File: src/rtl/cal_pkg.sv
package cal_pkg;

    typedef enum logic [2:0] {
        S_IDLE,
        S_SEC,
        S_MIN,
        S_HOUR,
        S_DAY,
        S_MON,
        S_YEAR
    } walk_state_t;

    localparam logic [3:0] A_SEC  = 4'd0;
    localparam logic [3:0] A_MIN  = 4'd1;
    localparam logic [3:0] A_HOUR = 4'd2;
    localparam logic [3:0] A_DOW  = 4'd3;
    localparam logic [3:0] A_DAY  = 4'd4;
    localparam logic [3:0] A_MON  = 4'd5;
    localparam logic [3:0] A_YEAR = 4'd6;
    localparam logic [3:0] A_CTRL = 4'd7;

    // Two-digit packed BCD increment without range limit
    function automatic logic [7:0] bcd_step(input logic [7:0] v);
        if (v[3:0] == 4'd9) bcd_step = {v[7:4] + 4'd1, 4'd0};
        else                bcd_step = {v[7:4], v[3:0] + 4'd1};
    endfunction

endpackage

File: src/rtl/cal_prescaler.sv
module cal_prescaler #(
    parameter int PRESCALE = 32768
) (
    input  logic clk,
    input  logic rst_n,
    input  logic en,
    input  logic clr,
    output logic tick
);
    localparam int CW = (PRESCALE > 1) ? $clog2(PRESCALE) : 1;
    localparam logic [CW-1:0] LAST = CW'(PRESCALE - 1);

    logic [CW-1:0] cnt;

    always_ff @(posedge clk or negedge rst_n) begin
        if (!rst_n) begin
            cnt  <= '0;
            tick <= 1'b0;
        end else if (clr) begin
            cnt  <= '0;
            tick <= 1'b0;
        end else begin
            tick <= 1'b0;
            if (en) begin
                if (cnt == LAST) begin
                    cnt  <= '0;
                    tick <= 1'b1;
                end else begin
                    cnt <= cnt + 1'b1;
                end
            end
        end
    end

    AST_CLR_SILENCES_TICK: assert property (@(posedge clk) disable iff (!rst_n)
        clr |=> !tick);
    AST_TICK_SINGLE: assert property (@(posedge clk) disable iff (!rst_n)
        tick |=> !tick);

endmodule

File: src/rtl/cal_limits.sv
module cal_limits (
    input  logic [7:0] year,
    input  logic [7:0] month,
    input  logic       force_en,
    input  logic       force_val,
    output logic       leap,
    output logic [7:0] last_day
);
    logic leap_auto;

    always_comb begin
        // tens odd: units 2 or 6; tens even: units 0, 4 or 8
        if (year[4]) leap_auto = (year[3:0] == 4'd2) || (year[3:0] == 4'd6);
        else         leap_auto = (year[3:0] == 4'd0) || (year[3:0] == 4'd4) ||
                                 (year[3:0] == 4'd8);
        leap = force_en ? force_val : leap_auto;
        unique case (month)
            8'h02:                      last_day = leap ? 8'h29 : 8'h28;
            8'h04, 8'h06, 8'h09, 8'h11: last_day = 8'h30;
            default:                    last_day = 8'h31;
        endcase
    end

endmodule

File: src/rtl/cal_readmux.sv
module cal_readmux (
    input  logic       cs,
    input  logic       rd,
    input  logic [3:0] addr,
    input  logic [7:0] sec,
    input  logic [7:0] min,
    input  logic [7:0] hour,
    input  logic [7:0] dow,
    input  logic [7:0] day,
    input  logic [7:0] mon,
    input  logic [7:0] year,
    input  logic [7:0] ctrl,
    output logic [7:0] rdata,
    output logic       rdata_oe
);
    import cal_pkg::*;

    always_comb begin
        rdata_oe = cs && rd;
        rdata    = 8'h00;
        if (rdata_oe) begin
            unique case (addr)
                A_SEC:   rdata = sec;
                A_MIN:   rdata = min;
                A_HOUR:  rdata = hour;
                A_DOW:   rdata = dow;
                A_DAY:   rdata = day;
                A_MON:   rdata = mon;
                A_YEAR:  rdata = year;
                A_CTRL:  rdata = ctrl;
                default: rdata = 8'h00;
            endcase
        end
    end

endmodule

File: src/rtl/bcd_cal_clock.sv
module bcd_cal_clock #(
    parameter int PRESCALE = 32768
) (
    input  logic       clk,
    input  logic       rst_n,
    input  logic       tick_en,
    input  logic       cs,
    input  logic       rd,
    input  logic       wr,
    input  logic [3:0] addr,
    input  logic [7:0] wdata,
    output logic [7:0] rdata,
    output logic       rdata_oe
);
    import cal_pkg::*;

    walk_state_t state, nxt;
    logic [7:0]  sec, min, hour, dow, day, mon, year, last_day;
    logic        h24, pm, lp_en, lp_val, leap, tick, host_wr;

    assign host_wr = cs && wr;

    cal_prescaler #(.PRESCALE(PRESCALE)) u_pre (
        .clk(clk), .rst_n(rst_n), .en(tick_en), .clr(host_wr), .tick(tick)
    );

    cal_limits u_lim (
        .year(year), .month(mon), .force_en(lp_en), .force_val(lp_val),
        .leap(leap), .last_day(last_day)
    );

    cal_readmux u_rd (
        .cs(cs), .rd(rd), .addr(addr),
        .sec(sec), .min(min), .hour(hour), .dow(dow), .day(day),
        .mon(mon), .year(year),
        .ctrl({3'b000, leap, lp_val, lp_en, pm, h24}),
        .rdata(rdata), .rdata_oe(rdata_oe)
    );

    // State register
    always_ff @(posedge clk or negedge rst_n) begin
        if (!rst_n) state <= S_IDLE;
        else        state <= nxt;
    end

    // Next state: carry walk
    always_comb begin
        nxt = S_IDLE;
        unique case (state)
            S_IDLE: nxt = tick ? S_SEC : S_IDLE;
            S_SEC:  nxt = (sec == 8'h59) ? S_MIN : S_IDLE;
            S_MIN:  nxt = (min == 8'h59) ? S_HOUR : S_IDLE;
            S_HOUR: begin
                if (h24) nxt = (hour == 8'h23) ? S_DAY : S_IDLE;
                else     nxt = (hour == 8'h11 && pm) ? S_DAY : S_IDLE;
            end
            S_DAY:  nxt = (day == last_day) ? S_MON : S_IDLE;
            S_MON:  nxt = (mon == 8'h12) ? S_YEAR : S_IDLE;
            S_YEAR: nxt = S_IDLE;
        endcase
        if (host_wr) nxt = S_IDLE;
    end

    // Counter updates
    always_ff @(posedge clk or negedge rst_n) begin
        if (!rst_n) begin
            sec <= 8'h00; min <= 8'h00; hour <= 8'h00; dow <= 8'h00;
            day <= 8'h01; mon <= 8'h01; year <= 8'h00;
            h24 <= 1'b1; pm <= 1'b0; lp_en <= 1'b0; lp_val <= 1'b0;
        end else if (host_wr) begin
            unique case (addr)
                A_SEC:  sec  <= wdata;
                A_MIN:  min  <= wdata;
                A_HOUR: hour <= wdata;
                A_DOW:  dow  <= wdata;
                A_DAY:  day  <= wdata;
                A_MON:  mon  <= wdata;
                A_YEAR: year <= wdata;
                A_CTRL: begin
                    h24    <= wdata[0];
                    pm     <= wdata[1];
                    lp_en  <= wdata[2];
                    lp_val <= wdata[3];
                end
                default: ;
            endcase
        end else begin
            unique case (state)
                S_IDLE: ;
                S_SEC:  sec <= (sec == 8'h59) ? 8'h00 : bcd_step(sec);
                S_MIN:  min <= (min == 8'h59) ? 8'h00 : bcd_step(min);
                S_HOUR: begin
                    if (h24) begin
                        hour <= (hour == 8'h23) ? 8'h00 : bcd_step(hour);
                    end else if (hour == 8'h11) begin
                        hour <= 8'h12;
                        pm   <= !pm;
                    end else begin
                        hour <= (hour == 8'h12) ? 8'h01 : bcd_step(hour);
                    end
                end
                S_DAY: begin
                    dow <= (dow == 8'h06) ? 8'h00 : dow + 8'h01;
                    day <= (day == last_day) ? 8'h01 : bcd_step(day);
                end
                S_MON:  mon  <= (mon == 8'h12) ? 8'h01 : bcd_step(mon);
                S_YEAR: year <= (year == 8'h99) ? 8'h00 : bcd_step(year);
            endcase
        end
    end

    AST_SEC_WRAP: assert property (@(posedge clk) disable iff (!rst_n)
        (state == S_SEC && sec == 8'h59 && !host_wr) |=> (sec == 8'h00 && state == S_MIN));
    AST_TICK_IN_IDLE: assert property (@(posedge clk) disable iff (!rst_n)
        tick |-> (state == S_IDLE));
    AST_HOUR24_WRAP: assert property (@(posedge clk) disable iff (!rst_n)
        (state == S_HOUR && h24 && hour == 8'h23 && !host_wr) |=> (hour == 8'h00 && state == S_DAY));
    AST_PM_TOGGLE: assert property (@(posedge clk) disable iff (!rst_n)
        (state == S_HOUR && !h24 && hour == 8'h11 && !host_wr) |=> (hour == 8'h12 && pm != $past(pm)));
    AST_MON_WRAP: assert property (@(posedge clk) disable iff (!rst_n)
        (state == S_MON && mon == 8'h12 && !host_wr) |=> (mon == 8'h01 && state == S_YEAR));
    AST_DOW_WRAP: assert property (@(posedge clk) disable iff (!rst_n)
        (state == S_DAY && dow == 8'h06 && !host_wr) |=> (dow == 8'h00));
    AST_WR_ABORT: assert property (@(posedge clk) disable iff (!rst_n)
        host_wr |=> (state == S_IDLE));
    AST_QUIET_BUS: assert property (@(posedge clk) disable iff (!rst_n)
        !rdata_oe |-> (rdata == 8'h00));

endmodule

File: config.mk
export PLATFORM = sky130hd
export DESIGN_NAME = bcd_cal_clock
export DESIGN_NICKNAME = d
export VERILOG_FILES = /design/src/rtl/cal_pkg.sv /design/src/rtl/cal_prescaler.sv /design/src/rtl/cal_limits.sv /design/src/rtl/cal_readmux.sv /design/src/rtl/bcd_cal_clock.sv
export SDC_FILE = /design/constraint.sdc
export NUM_CORES = 1
export LEC_CHECK = 0
export CAP_MARGIN = 20
export CORE_MARGIN = 10
export CORE_UTILIZATION = 40
export DETAILED_ROUTE_END_ITERATION = 16
export GPL_TIMING_DRIVEN = 0
export PLACE_DENSITY = 0.67
export SLEW_MARGIN = 25
export SYNTH_ARGS = -nofsm -noshare
export SYNTH_HDL_FRONTEND = slang
export SYNTH_SLANG_ARGS = --single-unit
File: constraint.sdc
create_clock -name clk -period 5.7 [get_ports clk]
set_input_delay 1.14 -clock clk [delete_from_list [all_inputs] [get_ports clk]]
set_output_delay 1.14 -clock clk [all_outputs]
set_load 0.01 [all_outputs]
==> results.md <==
* Post-synthesis cell count at 616
* DRT iter0 DRCs at 596
* Vias in the first global route at 5,007
* Worst-Margin Slew at 761.2 ps
* # diodes at 0
* Sequential share of the synthesized area at 37.06%
* Worst skew pair latency at 350 ps
* Placed Cells at 817
* EDFF count, synth at 0
* Die outline height at 135.6 um
* Row cnt at 42
* Critical-path cell list: clkdlybuf4s50_1 > nand2b_1 > nor2_1 > a22oi_1 > a41oi_1 > clkdlybuf4s50_1
* IO buf count at 24
* Core area at 0.01319 mm2
* Worst R2R Setup Slack at 2990 ps
* Yosys warnings at 0
* Post-DP HPWL at 12,560 um
* Hold Crit Class: reg -> reg
* Top cells by count, synth: dfrtp_1 (76), o21ai_0 (76), nand2_1 (55)
* Worst Path Buf+Inv at 2
* Via count at 5,215
* Rel. slew slack at 48.58%
* Area after DPL at 0.005839 mm2
* Sequential cell area at 0.001981 mm2
* Top FF cell, synth: dfrtp_1
* Fin nets at 692
* Critical-path top delay cell: nor2_1
* Area of the multi-input gates at 0.003167 mm2
* Synth Area per Inst at 8.677 um2
* Clock Sinks at 79
* Minimum clock period at 4819 ps
* Syn-to-layout area delta at 14.89%
* RSZ-0062 raised after global routing: false
* # Post-CTS Setup Buffers at 0
* Max Fclk at 0.2075 GHz
* Final setup skew at 8.012 ps
* Slowest Stage Delay on Critical Path at 610 ps
* Die ar. at 0.01839 mm2
* Setup TNS at 0 ps
* Clock-pin slew on the worst setup and hold paths at 60 ps
* Critical Path RT at 4560 ps
* CTS Buf Count at 9
* WP data arrival at 3680 ps
* Fill count at 1,280
* # resized after CTS at 0
* Layout cells sized above 1 at 8.524%
* Final antenna-violating net count at 0
* Setup crit start kind: primary input
* Reg-to-reg endpoint: day[5]
* Die X at 135.6 um
* VDD IR max at 138.5 uV
* DRT Wirelength at 17,140 um
* Worst r2r path cells at 9
* CTS tree: done
* Crit. path cell count at 6
* Unique masters post-synth at 73
* Fin area at 0.006141 mm2
* CP most frequent cell: clkdlybuf4s50_1
* Fin Hold WS at 475.5 ps
* Synth top area cells: dfrtp_1 (36%), o21ai_0 (7.1%), ha_1 (5.1%), nand2_1 (3.9%), a22oi_1 (3.5%)
* Hold_buf cts at 0
* Synthesized cell area at 0.005345 mm2
* Initial core utilization at 40.52%
* Max clock buf depth at 2
* Pwr Density at 278.7 mW/mm2
* Max cap viols at 0
* Largest net degree at the start of global routing at 50
* Post-Layout Cell Count at 833
* Via/cell ratio at 6.261
* Yosys top cell area share at 35.58%
* Synthesized Nets at 656
* CTS Root Cell: clkbuf_16
* Async SR Flop Fraction at 100.0%
* WS Path Type: in -> out
* Reg2reg start: mon[5]
* CP startpoint: addr[1]
* H-tree depth at 3
* Pre-Repair DR Iteration Count at 6
* Final Hold Vio Count at 0
* Leading area contributor after synthesis: dfrtp_1
* Global route overflow at 0
* Post-layout util at 46.56%
* Status: completed
* CP endpoint kind: output pin
* FF+latch count, synth at 79
* Setup crit end: rdata[2]
* Tcrit/Tclk final at 84.55%
* Leakage power at 2.374 nW
* Slew Limit Fails at 0
* Post-route DRC violation count at 0
* Worst-path fanout max at 9
* Initial antenna violation count at 0
* Avg WL per Cell at 20.58 um
* First-pass GRT wire length at 27,340 um
* Cell family with most CP delay: buffers and inverters
* Tot GR Track Use at 18.81%
* Placer Congestion at 0.9805
* IO Pins at 27
* Final Setup Violations at 0
## report_power, final
| part | switching, W | internal (W) | total [W] |
|---|---|---|---|
| logic | 0.000215 | 0.000164 | 0.000379 |
| registers | 0.000123 | 0.000641 | 0.000763 |
| clock network | 0.000247 | 0.000322 | 0.000569 |
| total | 0.000585 | 0.00113 | 0.00171 |
## flip-flops by register name, summed over array words and instances (netlist names)
| register | cells |
|---|---|
| sec | 8 |
| min | 8 |
| day | 8 |
| pm | 1 |
| hour | 8 |
| mon | 8 |
| year | 8 |
| dow | 8 |
| u_pre.tick | 1 |
| state | 3 |
| u_pre.cnt | 15 |
| lp_en | 1 |
| h24 | 1 |
| lp_val | 1 |
## logic make-up (layout without fill, tap and decap cells)
family	after synthesis	after routing	share of synthesized area, %
compound gates	231	231	29.24
simple gates	222	222	22.26
flops	79	79	37.06
buf+inv	50	91	3.956
fa+ha+maj	22	22	5.150
mux	7	7	1.521
xor+xnor	5	5	0.8193
## worst min path at each step
stage | startpoint | slack (ps) | to | depth (start not counted)
after global placement | u_pre.cnt[9] | 460 | u_pre.cnt[9] | 1
after global routing | u_pre.cnt[9] | 510 | u_pre.cnt[9] | 1
final | u_pre.cnt[9] | 480 | u_pre.cnt[9] | 1
after detailed placement | u_pre.cnt[9] | 460 | u_pre.cnt[9] | 1
after CTS | u_pre.cnt[9] | 480 | u_pre.cnt[9] | 1
after floorplan | u_pre.cnt[9] | 440 | u_pre.cnt[9] | 1
## layer usage
metal	share of wire, %	vias up	wire, um	global-route usage, %
li1	-	2418	-	-
met3	7.9	36	1362	4.748
met5	0	-	0	0
met1	44	2555	7476	24.54
met2	46	206	7942	29.54
met4	2.1	0	358	6.459
## final cells by class
type,instances,share of cell area [%]
multi-input cells,487,51.57
flip-flops and latches,79,32.25
repair buffers,25,4.381
clock buffers,11,4.116
well taps,176,3.586
plain buffers,28,2.099
inverters,22,1.345
clock inverters,5,0.6520
## through the flow
step / setup slack, ps / power (W)
floorplan: 1957 / 0.0009969
global placement: 436.3 / 0.001121
detailed placement: 892.7 / 0.001141
CTS: 884.5 / 0.001715
global route: 874.8 / 0.001799
finish: 880.5 / 0.001712
## cells in the final DEF, fill, tap and decap left out, types with 4 or more instances in the layout
cell and count:
mux2_2 5, inv_1 22, a22oi_1 25, nor3_1 9, o31ai_1 18, o31a_1 6
a22o_1 20, nand2b_1 14, clkbuf_16 9, a41oi_1 7, o21a_1 7, o211ai_1 7
and3_1 14, clkbuf_1 20, a222oi_1 4, nand3_1 31, nor4_1 5, buf_2 4
nor2b_1 4, nand3b_1 7, dfrtp_1 76, ha_1 22, clkdlybuf4s50_1 23, a31oi_1 9
nand4_1 6, nor2_1 42, and2_1 6, xnor2_1 4, a21oi_1 24, nand2_1 55
o21ai_0 76
No activity file was read; power rests on OpenSTA's default activity.
